### src/rtl/rx_tap_tuner_pkg.sv
package rx_tap_tuner_pkg;

  typedef enum logic [2:0] {
    ST_IDLE,
    ST_SWEEP_WR,
    ST_SWEEP_WAIT,
    ST_PROBE,
    ST_CALC,
    ST_FINAL_WAIT
  } tuner_state_t;

  typedef enum logic [1:0] {
    WR_IDLE,
    WR_LOAD,
    WR_DROP
  } writer_state_t;

endpackage

### src/rtl/rx_tap_writer.sv
module rx_tap_writer
  import rx_tap_tuner_pkg::*;
#(
  parameter int TAP_W = 5
) (
  input  logic             clk,
  input  logic             rst,
  input  logic             wr_req,
  input  logic [TAP_W-1:0] wr_val,
  output logic             chg_win,
  output logic [TAP_W-1:0] tap_sel,
  output logic             wr_done
);

  writer_state_t    st;
  logic [TAP_W-1:0] held_val;

  always_ff @(posedge clk) begin
    if (rst) begin
      st       <= WR_IDLE;
      chg_win  <= 1'b0;
      tap_sel  <= '0;
      held_val <= '0;
      wr_done  <= 1'b0;
    end else begin
      wr_done <= 1'b0;
      case (st)
        WR_IDLE: if (wr_req) begin
          chg_win  <= 1'b1;
          held_val <= wr_val;
          st       <= WR_LOAD;
        end
        WR_LOAD: begin
          tap_sel <= held_val;
          st      <= WR_DROP;
        end
        WR_DROP: begin
          chg_win <= 1'b0;
          wr_done <= 1'b1;
          st      <= WR_IDLE;
        end
        default: st <= WR_IDLE;
      endcase
    end
  end

  // select moves only inside a window that was already open
  p_sel_inside_window_r3: assert property (@(posedge clk) disable iff (rst)
    !$stable(tap_sel) |-> (chg_win && $past(chg_win)));

  // window stays open at least two cycles
  p_window_width_r3: assert property (@(posedge clk) disable iff (rst)
    $rose(chg_win) |=> chg_win);

endmodule

### src/rtl/rx_tap_window.sv
module rx_tap_window #(
  parameter int TAP_W = 5,
  parameter int CNT_W = TAP_W + 1
) (
  input  logic             clk,
  input  logic             rst,
  input  logic             clear,
  input  logic             sample,
  input  logic             pass,
  input  logic [TAP_W-1:0] tap_idx,
  output logic [CNT_W-1:0] fail_cnt,
  output logic [TAP_W-1:0] win_start
);

  localparam int NTAPS = 1 << TAP_W;

  logic prev_pass;

  always_ff @(posedge clk) begin
    if (rst || clear) begin
      prev_pass <= 1'b1;
      fail_cnt  <= '0;
      win_start <= '0;
    end else if (sample) begin
      if (pass && !prev_pass) win_start <= tap_idx;
      if (!pass) fail_cnt <= fail_cnt + 1'b1;
      prev_pass <= pass;
    end
  end

  // fail count never exceeds the number of taps
  p_fail_bound_r5: assert property (@(posedge clk) disable iff (rst)
    fail_cnt <= CNT_W'(NTAPS));

  // count moves only on a sampled fail
  p_fail_step_r5: assert property (@(posedge clk) disable iff (rst)
    (!clear && !(sample && !pass)) |=> $stable(fail_cnt));

endmodule

### src/rtl/rx_tap_tuner.sv
module rx_tap_tuner
  import rx_tap_tuner_pkg::*;
#(
  parameter int TAP_W = 5
) (
  input  logic             clk,
  input  logic             rst,
  input  logic             start_i,
  output logic             busy_o,
  output logic             done_o,
  output logic             all_pass_o,
  output logic             all_fail_o,
  output logic [TAP_W-1:0] result_tap_o,
  output logic             tap_en_o,
  output logic [TAP_W-1:0] tap_sel_o,
  output logic             chg_win_o,
  output logic             probe_req_o,
  input  logic             probe_done_i,
  input  logic             probe_pass_i
);

  localparam int NTAPS = 1 << TAP_W;
  localparam int CNT_W = TAP_W + 1;
  localparam logic [TAP_W-1:0] LAST_TAP = TAP_W'(NTAPS - 1);

  tuner_state_t     st;
  logic [TAP_W-1:0] idx;
  logic             clr;
  logic             wr_req;
  logic [TAP_W-1:0] wr_val;
  logic             wr_done;
  logic             sample;
  logic [CNT_W-1:0] fail_cnt;
  logic [TAP_W-1:0] win_start;
  logic [CNT_W-1:0] pass_len;
  logic [TAP_W-1:0] center;

  assign sample   = (st == ST_PROBE) && probe_done_i;
  assign pass_len = CNT_W'(NTAPS) - fail_cnt;
  assign center   = win_start + TAP_W'(pass_len >> 1);

  rx_tap_writer #(.TAP_W(TAP_W)) u_writer (
    .clk     (clk),
    .rst     (rst),
    .wr_req  (wr_req),
    .wr_val  (wr_val),
    .chg_win (chg_win_o),
    .tap_sel (tap_sel_o),
    .wr_done (wr_done)
  );

  rx_tap_window #(.TAP_W(TAP_W), .CNT_W(CNT_W)) u_window (
    .clk       (clk),
    .rst       (rst),
    .clear     (clr),
    .sample    (sample),
    .pass      (probe_pass_i),
    .tap_idx   (idx),
    .fail_cnt  (fail_cnt),
    .win_start (win_start)
  );

  always_ff @(posedge clk) begin
    if (rst) begin
      st           <= ST_IDLE;
      idx          <= '0;
      clr          <= 1'b0;
      wr_req       <= 1'b0;
      wr_val       <= '0;
      busy_o       <= 1'b0;
      done_o       <= 1'b0;
      all_pass_o   <= 1'b0;
      all_fail_o   <= 1'b0;
      result_tap_o <= '0;
      tap_en_o     <= 1'b0;
      probe_req_o  <= 1'b0;
    end else begin
      done_o      <= 1'b0;
      wr_req      <= 1'b0;
      probe_req_o <= 1'b0;
      clr         <= 1'b0;
      case (st)
        ST_IDLE: if (start_i) begin
          busy_o     <= 1'b1;
          tap_en_o   <= 1'b1;
          idx        <= '0;
          clr        <= 1'b1;
          all_pass_o <= 1'b0;
          all_fail_o <= 1'b0;
          st         <= ST_SWEEP_WR;
        end
        ST_SWEEP_WR: begin
          wr_req <= 1'b1;
          wr_val <= idx;
          st     <= ST_SWEEP_WAIT;
        end
        ST_SWEEP_WAIT: if (wr_done) begin
          probe_req_o <= 1'b1;
          st          <= ST_PROBE;
        end
        ST_PROBE: if (probe_done_i) begin
          if (idx == LAST_TAP) begin
            st <= ST_CALC;
          end else begin
            idx <= idx + 1'b1;
            st  <= ST_SWEEP_WR;
          end
        end
        ST_CALC: begin
          wr_req       <= 1'b1;
          wr_val       <= center;
          result_tap_o <= center;
          all_pass_o   <= (fail_cnt == '0);
          all_fail_o   <= (fail_cnt == CNT_W'(NTAPS));
          st           <= ST_FINAL_WAIT;
        end
        ST_FINAL_WAIT: if (wr_done) begin
          busy_o <= 1'b0;
          done_o <= 1'b1;
          st     <= ST_IDLE;
        end
        default: st <= ST_IDLE;
      endcase
    end
  end

  // done is a single-cycle pulse
  p_done_pulse_r10: assert property (@(posedge clk) disable iff (rst)
    done_o |=> !done_o);

  // done marks the cycle busy has just dropped
  p_done_ends_busy_r10: assert property (@(posedge clk) disable iff (rst)
    done_o |-> (!busy_o && $past(busy_o)));

  // delay enable is on whenever the agent is asked
  p_en_before_probe_r2: assert property (@(posedge clk) disable iff (rst)
    probe_req_o |-> tap_en_o);

  // probes never overlap a tap write
  p_probe_window_closed_r1: assert property (@(posedge clk) disable iff (rst)
    probe_req_o |-> !chg_win_o);

  // the two outcome flags exclude each other
  p_flags_exclusive_r7: assert property (@(posedge clk) disable iff (rst)
    !(all_pass_o && all_fail_o));

  // a run in progress keeps going despite a new start
  p_busy_holds_r11: assert property (@(posedge clk) disable iff (rst)
    (busy_o && !done_o && st != ST_FINAL_WAIT) |=> busy_o);

endmodule

### config.mk
export PLATFORM = sky130hd
export DESIGN_NAME = rx_tap_tuner
export DESIGN_NICKNAME = d
export VERILOG_FILES = /design/src/rtl/rx_tap_tuner_pkg.sv /design/src/rtl/rx_tap_writer.sv /design/src/rtl/rx_tap_window.sv /design/src/rtl/rx_tap_tuner.sv
export SDC_FILE = /design/constraint.sdc
export NUM_CORES = 1
export LEC_CHECK = 0
export BUFFER_PORTS_ARGS = -buffer_cell sky130_fd_sc_hd__buf_2
export CAP_MARGIN = 40
export CORE_MARGIN = 5
export CORE_UTILIZATION = 25
export DETAILED_ROUTE_END_ITERATION = 10
export GPL_ROUTABILITY_DRIVEN = 0
export PLACE_DENSITY_LB_ADDON = 0.12
export SYNTH_ARGS = -nofsm -noshare
export SYNTH_HDL_FRONTEND = slang
export SYNTH_SLANG_ARGS = --single-unit
### constraint.sdc
create_clock -name clk -period 3.83 [get_ports clk]
set_input_delay 0.1915 -clock clk [delete_from_list [all_inputs] [get_ports clk]]
set_output_delay 0.1915 -clock clk [all_outputs]
set_load 0.05 [all_outputs]
==> summary.md <==
| Metric | Value |
|---|---|
| Worst Skew | `8.24 ps` |
| First DRT Iteration DRCs | `57` |
| FF/Latch Area | `~1000 um^2` |
| Total GRT Usage | `10.2%` |
| Clk sinks | `52` |
| Slew margin rel. | `46.0%` |
| Max frequency | `0.437 GHz` |
| Final #Nets | `293` |
| CTS hold repair buffers | `0` |
| Multi-input logic area | `between 1000 and 1500 um^2` |
| Ant diodes | `0` |
| Tot Pwr | `0.000962 W` |
| Post-Route WL | `5.45 mm` |
| Routed wire per std cell | `14.0 um` |
| DRT antenna net count | `0` |
| Status | `completed` |
| Ys Warns | `0` |
| Post-synthesis compound-gate area fraction | `11.3%` |
| Clock share of power | `between 30% and 40%` |
| Syn_nets | `278` |
| Pleak | `1.01 nW` |
| Setup CP Type | `flop to flop` |
| Worst VDD drop | `~0.00013 V` |
| Skew-Pair Late Insertion Delay | `300 ps` |
| Post-Synthesis Cells | `263` |
| Final cell count without fillers | `390` |
| Period utilisation layout | `59.7%` |
| Maximum clock insertion buffer count | `2` |
| H-tree depth | `2` |
| Simple-gate area share of the yosys netlist | `24.8%` |
| Setup-failing EPs final | `0` |
| Internal power | `0.000710 W` |
| Flop pwr share | `59.1%` |
| Worst hold-check path type | `input pin to flop` |
| Sw Ratio | `26.2%` |
| Crit path top cell by count | `ha_1` |
| Chip height | `roughly 110 um` |
| Max cap viols | `0` |
| FF+latch count, synth | `52` |
| Post-synthesis adder-cell area fraction | `5.69%` |
| First-pass GRT wire length | `9.11 mm` |
| Final Hold Violating Endpoints | `0` |
| Placed Area | `2520 um^2` |
| Commonest non-fill, non-tap cells in the layout | `dfxtp_1, nor2_1, buf_2, nand2_1, a21oi_1` |
| DR pass1 iterations | `4` |
| Clk slew on worst S/H paths | `100 ps` |
| Xor/xnor cell area share of the yosys netlist | `under 10%` |
| GRT overflow | `0` |
| Largest family of logic cells by synthesized area | `simple AND/OR/NAND/NOR gates` |
| Vias/cell | `4.67` |
| HPWL Detailed | `about 3.8 mm` |
| Die area | `11400 um^2` |
| Die W | `107 um` |
| CTS buffer count | `5` |
| Actual slew at the worst max-slew pin | `810 ps` |
| Initial antenna violation count | `0` |
| Placed Instances | `382` |
| CTS resizes | `0` |
| Area grow syn2layout | `12.1%` |
| Gate power share | `7.9%` |
| Tmin final | `2290 ps` |
| Fin Setup TNS | `0 ps` |
| Setup crit end kind | `flop` |
| Vias | `between 1500 and 2000` |
| CP required | `3990 ps` |
| Crit-path max FO | `7` |
| Top-area cell type share of the netlist area | `44.6%` |
| Largest net degree at the start of global routing | `44` |
| Worst EP arrival | `2450 ps` |
| Post-Syn Area | `2330 um^2` |
| Input/output buffers | `21` |
| Core ar. | `9150 um^2` |
| Cells along the critical path | `inv_1, ha_1, nor4b_1, nor2_1, ha_1, and3_1, o21ai_0, a311oi_1` |
| Worst path slowest cell | `nor4b_1` |
| Mean Syn Cell Area | `8.87 um^2` |
| Largest stage delay, worst path | `510 ps` |
| Crit path launch type | `flop` |
| Commonest non-fill, non-tap cell in the layout | `dfxtp_1` |
| DR DRC count | `0` |
| Finished Cell Area | `about 2600 um^2` |
| PD cells | `between 300 and 400 nW/um^2` |
| Ranking of synthesized cells by area | `dfxtp_1, nor2_1, mux2i_1` |
| Yosys top cell by area | `dfxtp_1` |
| Number of global-route vias before repair | `1799` |
| Clock Tree Root | `clkbuf_8` |
| CTS tree | `yes` |
| Cell Rows | `35` |
| Share of cells above drive strength 1 | `12.9%` |
| IO Count | `22` |
| Mux cell area share after synthesis | `6.44%` |
| Fill count | `978` |
| Net Switching | `0.000252 W` |
| Sequential-to-total area share from yosys stat | `44.6%` |
| Distinct cells, synth | `41` |
| Setup bufs post-CTS | `0` |
| RSZ-0062 raised after global routing | `no` |
| Effective utilization at floorplan | `25.5%` |
| Final Slew Violations | `0` |
-- power by group through the flow --
stage | logic [W] | registers (W) | clock network [W]
after floorplan | 0.0000544 | 0.000582 | 0
after global placement | 0.0000772 | 0.000582 | 0
after detailed placement | 0.0000777 | 0.000582 | 0
after CTS | 0.0000779 | 0.000570 | 0.000339
after global routing | 0.0000851 | 0.000572 | 0.000360
final | 0.0000760 | 0.000569 | 0.000317
-- logic make-up (layout without fill, tap and decap cells) --
group	Yosys count	in the layout
muxes	15	15
buffers and inverters	21	37
adders and majority gates	10	10
and+or+nand+nor	115	115
DFF	52	52
AOI/OAI and AO/OA	41	41
xor gates and xnor gates	9	9
-- flip-flops by register name, summed over array words and instances, names as in the netlist, 2 cells and up --
signal,count
wr_val,5
u_writer.tap_sel,5
st,3
result_tap_o,5
u_writer.held_val,5
u_writer.st,2
u_window.win_start,5
u_window.fail_cnt,6
idx,5
-- routing by layer --
| metal | part of all wire (%) | up-vias | track usage, % |
|---|---|---|---|
| li1 | - | 946 | - |
| met1 | 50 | 845 | 13.8 |
| met2 | 45 | 26 | 15.7 |
| met3 | 3.4 | 4 | 2.65 |
| met4 | 1.3 | 0 | 3.84 |
| met5 | 0 | - | 0 |
-- per-stage QoR --
stage               hold WS, ps  util [%]  setup slack, ps
global placement            443      27.5             1580
detailed placement          448      27.6             1550
CTS                         180      28.6             1530
global route                195      28.6             1310
floorplan                   350         -             1730
finish                      190      28.6             1540
-- worst max-delay path, delay by kind of cell (launching register included) --
kind | cells | cell delay [ps]
adder cells (fa/ha/maj) | 2 | 530
AO/OA/AOI/OAI | 2 | 380
buffers and inverters | 1 | 80
AND/OR/NAND/NOR | 3 | 770
flip-flops | 1 | 390
-- layout make-up --
| cell class | instances | share of cell area (%) |
|---|---|---|
| Tap cell | 111 | 5.31 |
| Multi-Input combinational cell | 190 | 46.1 |
| Timing Repair Buffer | 23 | 4.50 |
| Clock inverter | 2 | 0.622 |
| Inverter | 6 | 0.862 |
| Clock buffer | 6 | 2.78 |
| Sequential cell | 52 | 39.8 |
-- synthesized netlist by cell type, drive strengths merged --
cell type,count
or3b,2
inv,6
fa,1
a32oi,1
o21bai,2
nor2,44
nand4,2
nand3,7
mux2i,15
nor3,8
o22ai,1
a211oi,2
buf,1
clkbuf,14
xnor2,9
nor2b,5
ha,9
a311oi,4
a21oi,17
or3,1
o21ai,6
and3,3
a21boi,1
and3b,1
nor4,5
a21o,2
or4,1
nand2,18
nor4b,1
o221a,1
nand4b,2
a22oi,1
a2111o,1
nand3b,3
dfxtp,52
nand2b,7
a22o,1
o211ai,1
or2,1
nor3b,4
-- path summary, 6_finish.rpt --
check                             from    endpoint  slack (ps)  cells past startpoint
setup reg to reg  u_window.fail_cnt[0]   wr_val[3]        1540                      8
hold reg to reg             all_pass_o  all_pass_o         450                      2
hold / removal                 start_i         clr         190                      3
setup / recovery  u_window.fail_cnt[0]   wr_val[3]        1540                      8
(Power assumes the default switching activity.)
